<file path="config.mk">
export PLATFORM = sky130hd
export DESIGN_NAME = dac_dbuf_bank
export DESIGN_NICKNAME = d
export VERILOG_FILES = /design/src/rtl/dbuf_pkg.sv /design/src/rtl/dbuf_seq.sv /design/src/rtl/dbuf_chan.sv /design/src/rtl/dac_dbuf_bank.sv
export SDC_FILE = /design/constraint.sdc
export NUM_CORES = 1
export LEC_CHECK = 0
export ABC_AREA = 1
export CAP_MARGIN = 20
export CORE_ASPECT_RATIO = 0.8
export CORE_MARGIN = 8
export CORE_UTILIZATION = 40
export DETAILED_ROUTE_END_ITERATION = 8
export GPL_TIMING_DRIVEN = 0
export PLACE_DENSITY = 0.74
export SLEW_MARGIN = 40
export SYNTH_ARGS = -nofsm -noshare
export SYNTH_HDL_FRONTEND = slang
export SYNTH_HIERARCHICAL = 1
export SYNTH_SLANG_ARGS = --single-unit
</file>
<file path="constraint.sdc">
create_clock -name clk -period 1.5 [get_ports clk]
set_clock_uncertainty 0.05 [all_clocks]
set_input_delay 0.3 -clock clk [delete_from_list [all_inputs] [get_ports clk]]
set_output_delay 0.3 -clock clk [all_outputs]
set_load 0.01 [all_outputs]
</file>
<file path="src/rtl/dbuf_pkg.sv">
package dbuf_pkg;
    localparam int CODE_W = 10;
    localparam int PD_W   = 2;

    typedef enum logic [PD_W-1:0] {
        PWR_ON   = 2'b00,
        PWR_1K   = 2'b01,
        PWR_100K = 2'b10,
        PWR_HIZ  = 2'b11
    } pwr_mode_e;

    typedef enum logic {
        SEQ_CLEAN   = 1'b0,
        SEQ_PENDING = 1'b1
    } seq_state_e;
endpackage

</file>
<file path="src/rtl/dbuf_seq.sv">
module dbuf_seq
    import dbuf_pkg::*;
(
    input  logic clk,
    input  logic rst,
    input  logic wr_en,
    input  logic wr_hold,
    input  logic wr_valid,
    output logic xfer_o,
    output logic pending_o
);
    seq_state_e state_q, state_d;

    always_ff @(posedge clk) begin
        if (rst) state_q <= SEQ_CLEAN;
        else     state_q <= state_d;
    end

    always_comb begin
        state_d = state_q;
        unique case (state_q)
            SEQ_CLEAN: begin
                if (wr_en && wr_hold && wr_valid) state_d = SEQ_PENDING;
            end
            SEQ_PENDING: begin
                if (wr_en && !wr_hold) state_d = SEQ_CLEAN;
            end
            default: state_d = SEQ_CLEAN;
        endcase
    end

    always_comb begin
        xfer_o    = wr_en && !wr_hold;
        pending_o = (state_q == SEQ_PENDING);
    end


    load_clears_chk: assert property (@(posedge clk) disable iff (rst)
        (wr_en && !wr_hold) |=> (state_q == SEQ_CLEAN));
endmodule

</file>
<file path="src/rtl/dbuf_chan.sv">
module dbuf_chan
    import dbuf_pkg::*;
#(
    parameter int W = CODE_W
) (
    input  logic            clk,
    input  logic            rst,
    input  logic            sel_i,
    input  logic [W-1:0]    code_i,
    input  logic [PD_W-1:0] pd_i,
    input  logic            xfer_i,
    output logic [W-1:0]    dac_o,
    output logic [PD_W-1:0] pd_o,
    output logic            dirty_o
);
    logic [W-1:0] stage_q;
    logic [W-1:0] dac_q;
    logic         dirty_q;
    pwr_mode_e    pd_q;

    always_ff @(posedge clk) begin
        if (rst) begin
            stage_q <= '0;
            dac_q   <= '0;
            dirty_q <= 1'b0;
            pd_q    <= PWR_ON;
        end else begin
            if (sel_i) begin
                stage_q <= code_i;
                pd_q    <= pwr_mode_e'(pd_i);
            end
            if (xfer_i) begin
                dirty_q <= 1'b0;
                if (sel_i)        dac_q <= code_i;
                else if (dirty_q) dac_q <= stage_q;
            end else if (sel_i) begin
                dirty_q <= 1'b1;
            end
        end
    end

    always_comb begin
        dac_o   = dac_q;
        pd_o    = pd_q;
        dirty_o = dirty_q;
    end


    clean_keeps_chk: assert property (@(posedge clk) disable iff (rst)
        (xfer_i && !dirty_q && !sel_i) |=> $stable(dac_q));

    own_code_moves_chk: assert property (@(posedge clk) disable iff (rst)
        (xfer_i && sel_i) |=> (dac_q == $past(code_i)));

    stays_pending_chk: assert property (@(posedge clk) disable iff (rst)
        (sel_i && !xfer_i) |=> dirty_q);

    mode_takes_chk: assert property (@(posedge clk) disable iff (rst)
        sel_i |=> (pd_q == $past(pd_i)));
endmodule

</file>
<file path="src/rtl/dac_dbuf_bank.sv">
module dac_dbuf_bank
    import dbuf_pkg::*;
#(
    parameter int N_CH   = 2,
    parameter int CW     = CODE_W,
    parameter int CHAN_W = (N_CH > 1) ? $clog2(N_CH) : 1
) (
    input  logic                 clk,
    input  logic                 rst,
    input  logic                 wr_en,
    input  logic [CHAN_W-1:0]    wr_chan,
    input  logic [CW-1:0]        wr_code,
    input  logic [PD_W-1:0]      wr_pd,
    input  logic                 wr_hold,
    output logic [N_CH*CW-1:0]   dac_code,
    output logic [N_CH*PD_W-1:0] pd_mode
);
    localparam int IDX_W = CHAN_W + 1;

    logic            wr_valid;
    logic            xfer;
    logic            pending;
    logic [N_CH-1:0] dirty;

    assign wr_valid = ({1'b0, wr_chan} < IDX_W'(N_CH));

    dbuf_seq u_seq (
        .clk      (clk),
        .rst      (rst),
        .wr_en    (wr_en),
        .wr_hold  (wr_hold),
        .wr_valid (wr_valid),
        .xfer_o   (xfer),
        .pending_o(pending)
    );

    for (genvar i = 0; i < N_CH; i++) begin : g_ch
        logic sel;
        assign sel = wr_en && (wr_chan == CHAN_W'(i));
        dbuf_chan #(.W(CW)) u_ch (
            .clk    (clk),
            .rst    (rst),
            .sel_i  (sel),
            .code_i (wr_code),
            .pd_i   (wr_pd),
            .xfer_i (xfer),
            .dac_o  (dac_code[i*CW +: CW]),
            .pd_o   (pd_mode[i*PD_W +: PD_W]),
            .dirty_o(dirty[i])
        );
    end


    reset_clears_chk: assert property (@(posedge clk)
        rst |=> (dac_code == '0 && pd_mode == '0 && dirty == '0));

    hold_keeps_chk: assert property (@(posedge clk) disable iff (rst)
        (wr_en && wr_hold) |=> $stable(dac_code));

    clean_state_chk: assert property (@(posedge clk) disable iff (rst)
        !pending |-> (dirty == '0));

    mode_only_chk: assert property (@(posedge clk) disable iff (rst)
        (!xfer) |=> $stable(dac_code));
endmodule

</file>
; ---- Yosys cells after proc, flatten, opt, wreduce, memory -nomap -nowiden
; Cells that the tools add are included.
[classes]
n_reduce_logical = 9
n_mux = 4
n_bitwise = 1
[op_table]
columns = op, count
row1 = 10-bit 2-to-1 mux, 4
row2 = 2-bit AND reduction, 2
row3 = 2-bit nonzero test, 2
row4 = 1-bit logical AND, 3
row5 = 2-bit OR reduction, 1
row6 = 1-bit logical NOT, 1
row7 = 1-bit NOT, 1
[word_totals]
out_inout_bits = 24
inputBits = 17
reg_bits = 46
word_cells = 22

; ---- Longest topological paths before layout
[logic_depth]
depth_word = 4
ltp_mapped = 9

; ---- Modules after synthesis
; The synthesis kept the hierarchy.
[by_module_without_submodules]
columns = mod, cells_per_inst, seq_area_each_um2, n_inst, area_each_um2
row1 = dbuf_chan, 141, 460.4, 2, 958.4
row2 = dbuf_seq, 8, 20.0, 1, 47.5
row3 = dac_dbuf_bank, 5, 0.0, 1, 21.3

; ---- Least setup slack after synthesis
; Ideal clock, no wire load.
[synth_timing]
kind = input -> register
startpoint = input port wr_en
endpoint = register g_ch[0].u_ch.dac_q[0]
setup_slack_ns = 0.401
cell_stages = 8
t_required_ns = 1.336
n_path_buf = 1
arrival_time_ns = 0.935
path_cell_list = inv_1 -> nor2_2 -> buf_4 -> nand2_1 -> nand2_1 -> nand2_1 -> nand2_1 -> nor2_2
[synth_between]
elab_chain_cells = 3
elab_cells_between_ends = 5
classes_between = 1 x mux / 4 x reduce/logical
[synth_rtl]
columns = item, line_no
row1 = from (decl), dac_dbuf_bank.sv:10  ; input logic wr_en,
row2 = 1-bit logical AND (*), dac_dbuf_bank.sv:39  ; assign sel = wr_en && (wr_chan == CHAN_W'(i));
row3 = net g_ch[0].sel, dac_dbuf_bank.sv:38  ; logic sel;
row4 = 2-bit nonzero test (no line), n/a
row5 = 2-bit AND reduction (no line), n/a
row6 = to (signal assigned), dbuf_chan.sv:34  ; if (sel_i) dac_q <= code_i;
row7 = to (signal assigned), dbuf_chan.sv:35  ; else if (dirty_q) dac_q <= stage_q;
row8 = to (decl), dbuf_chan.sv:17  ; logic [W-1:0] dac_q;
; Mark *: on every way through the listed nets, which the timed path passes. The rest lies on a longest branch.
; A chain may end at the register's enable or synchronous reset.

; ---- Worst setup path after layout
[layout_timing]
startpoint = input port wr_en
endpoint = register g_ch[0].u_ch.dac_q[3]
; The elaborated chain is that of the path after synthesis.

==> results.yml <==
critical_path:
  crit_type: "in -> reg"
  path_max_fanout: 10
  end_kind: "flop"
  reg2reg_from: "g_ch[1].u_ch/dirty_o"
  crit_path_start_kind: "primary input"
  worstSetupStartpoint: "wr_en"
  cp_data_required_time_ns: 1.65
  cp.arrival_ns: 1.57
sta:
  fmax_ghz: 0.703
  min_period_ns: 1.42
  setup_ws_ns: 0.0778
  max_slew_margin_pct: 70.3
  hold_viol: 0
  slew_violations: 0
  tns_ns: 0
  worstMarginPinSlew_ns: 0.446
  post-route-period-util_pct: 94.8
  setup_violations: 0
detailed_routing:
  num_vias: 1702
  ant_nets: 0
  firstDrtPassIters: 4
  dr.first_iter.drc_count: 82
  drc: 0
  finalWirelength_um: 3890
  viasPerCell: 4.29
  wl_per_cell_um: 9.80
clock_network:
  post_cts.repair.setup_buffers: 0
  clk_latency_ns: 0.29
  cts-root-buf: "clkbuf_8"
  cts_htree_levels: 2
  clockBufferDepth: 2
  cts_tree: "yes"
  clock_sinks: 46
  clkTransAtPathRegs_ns: 0.08
  cts_made_buffers: 5
yosys:
  syn_inst: 289
  syn_area_mm2: 0.00195
  syn_area_per_cell_um2: 6.73
  syn_nets: 306
  yosysWarningCount: 6
floorplan:
  start_util_pct: 42.1
  rows: 22
  io_pins: 41
  core_region_area_mm2: 0.00462
  dieHeight_um: 78.4
  die_x_um: 94.0
  die_area_mm2: 0.00737
placed_design:
  place_inst: 389
  placed_area_mm2: 0.00242
  post-place-ws_ns: -0.241
  portBuffers: 40
  dpl.hpwl_um: 3000
  routabilityCongestion: 0.765
grt:
  grt_max_degree: 14
  grt_pass1_vias: 1610
  grt_pass1_wl_um: 6790
  grt.overflow.total: 0
  antenna_found_initial: 0
  track_usage_pct: 11.4
power:
  leakage_nw: 1.32
  ir_worst_vdd_v: 0.000534
  powerDensity_mw_per_mm2: 989
run_status:
  status: "finished, final reports clean"
layout:
  final_nets: 353
  final_util_pct: 53.8
  finalInstanceArea_mm2: 0.00249
  fillers: 466
  fin_cells: 397
  antenna_cells: 0
  syn2layout_area_growth_pct: 27.8
  drive_gt1_share_pct: 11.6
min_path:
  min_from: "g_ch[0].u_ch/dac_o[5]"
  hold_class: "reg -> reg"
job:
  max_cap_violations: 0
-- sequential cells by signal (all words and copies together), names as in the netlist --
name               cells
g_ch.u_ch/dac_o       20
g_ch.u_ch/stage_q     20
g_ch.u_ch/dirty_o      2
g_ch.u_ch/pd_o         4
-- metrics by stage --
step,hold WS (ns),power (mW)
detailed placement,0.425,1.75
finish,0.431,2.46
CTS,0.435,2.49
floorplan,0.327,1.59
global placement,0.416,1.74
global route,0.459,2.60
-- where the power goes --
part | internal [mW] | switching, mW | total (mW)
logic | 0.165 | 0.213 | 0.378
registers | 1.29 | 0.0235 | 1.32
clock network | 0.372 | 0.394 | 0.766
-- routing by layer --
layer | up-vias | part of all wire, % | track usage [%]
li1 | 911 | - | -
met1 | 757 | 48 | 13.1
met2 | 27 | 44 | 18.2
met3 | 7 | 6.1 | 4.28
met4 | 0 | 1.7 | 5.21
met5 | - | 0 | 0
-- layout make-up --
class	count	area, µm²	share of cell area [%]
plain buffers	12	92.6	3.72
inverters	50	188	7.55
well taps	60	75.1	3.02
multi-input cells	181	749	30.1
flip-flops and latches	46	921	37.0
clock buffers	7	86.3	3.47
clock inverters	1	5.00	0.201
repair buffers	40	370	14.9
-- critical path: stages --
cell and delay, ns:
clkdlybuf4s50_1 0.50, inv_1 0.08, nor2_4 0.15, buf_4 0.20, nand2_1 0.08, nand2_1 0.10, nand2_1 0.06, nand2_1 0.06
nor2_2 0.03
-- layout by cell type (no fill, tap or decap) --
master	count
nand2_1	102
nor2_1	54
inv_1	47
dfxtp_1	46
dlygate4sd2_1	24
nor2_2	16
clkdlybuf4s50_1	16
clkbuf_8	6
buf_6	4
buf_4	4
o21ai_0	4
nor2_4	3
inv_2	3
clkbuf_1	3
buf_2	2
nor3_1	2
clkinv_2	1
-- path summary, 6_finish.rpt --
path,to,slack (ns),cells after the start
worst max register to register,g_ch[1].u_ch/dac_o[1],0.51,5
worst min register to register,g_ch[0].u_ch/dac_o[5],0.43,2
worst max-delay path,g_ch[0].u_ch/dac_o[3],0.08,9
worst min-delay path,g_ch[0].u_ch/dac_o[5],0.43,2
-- what timing repair did --
item / in CTS / in global routing
endpoints found under the setup margin: 24 / 8
pin swaps: 0 / 0
resized for setup: 24 / 2
hold buffers: 0 / 0
Note: power is estimated with default switching activity, not from simulation.
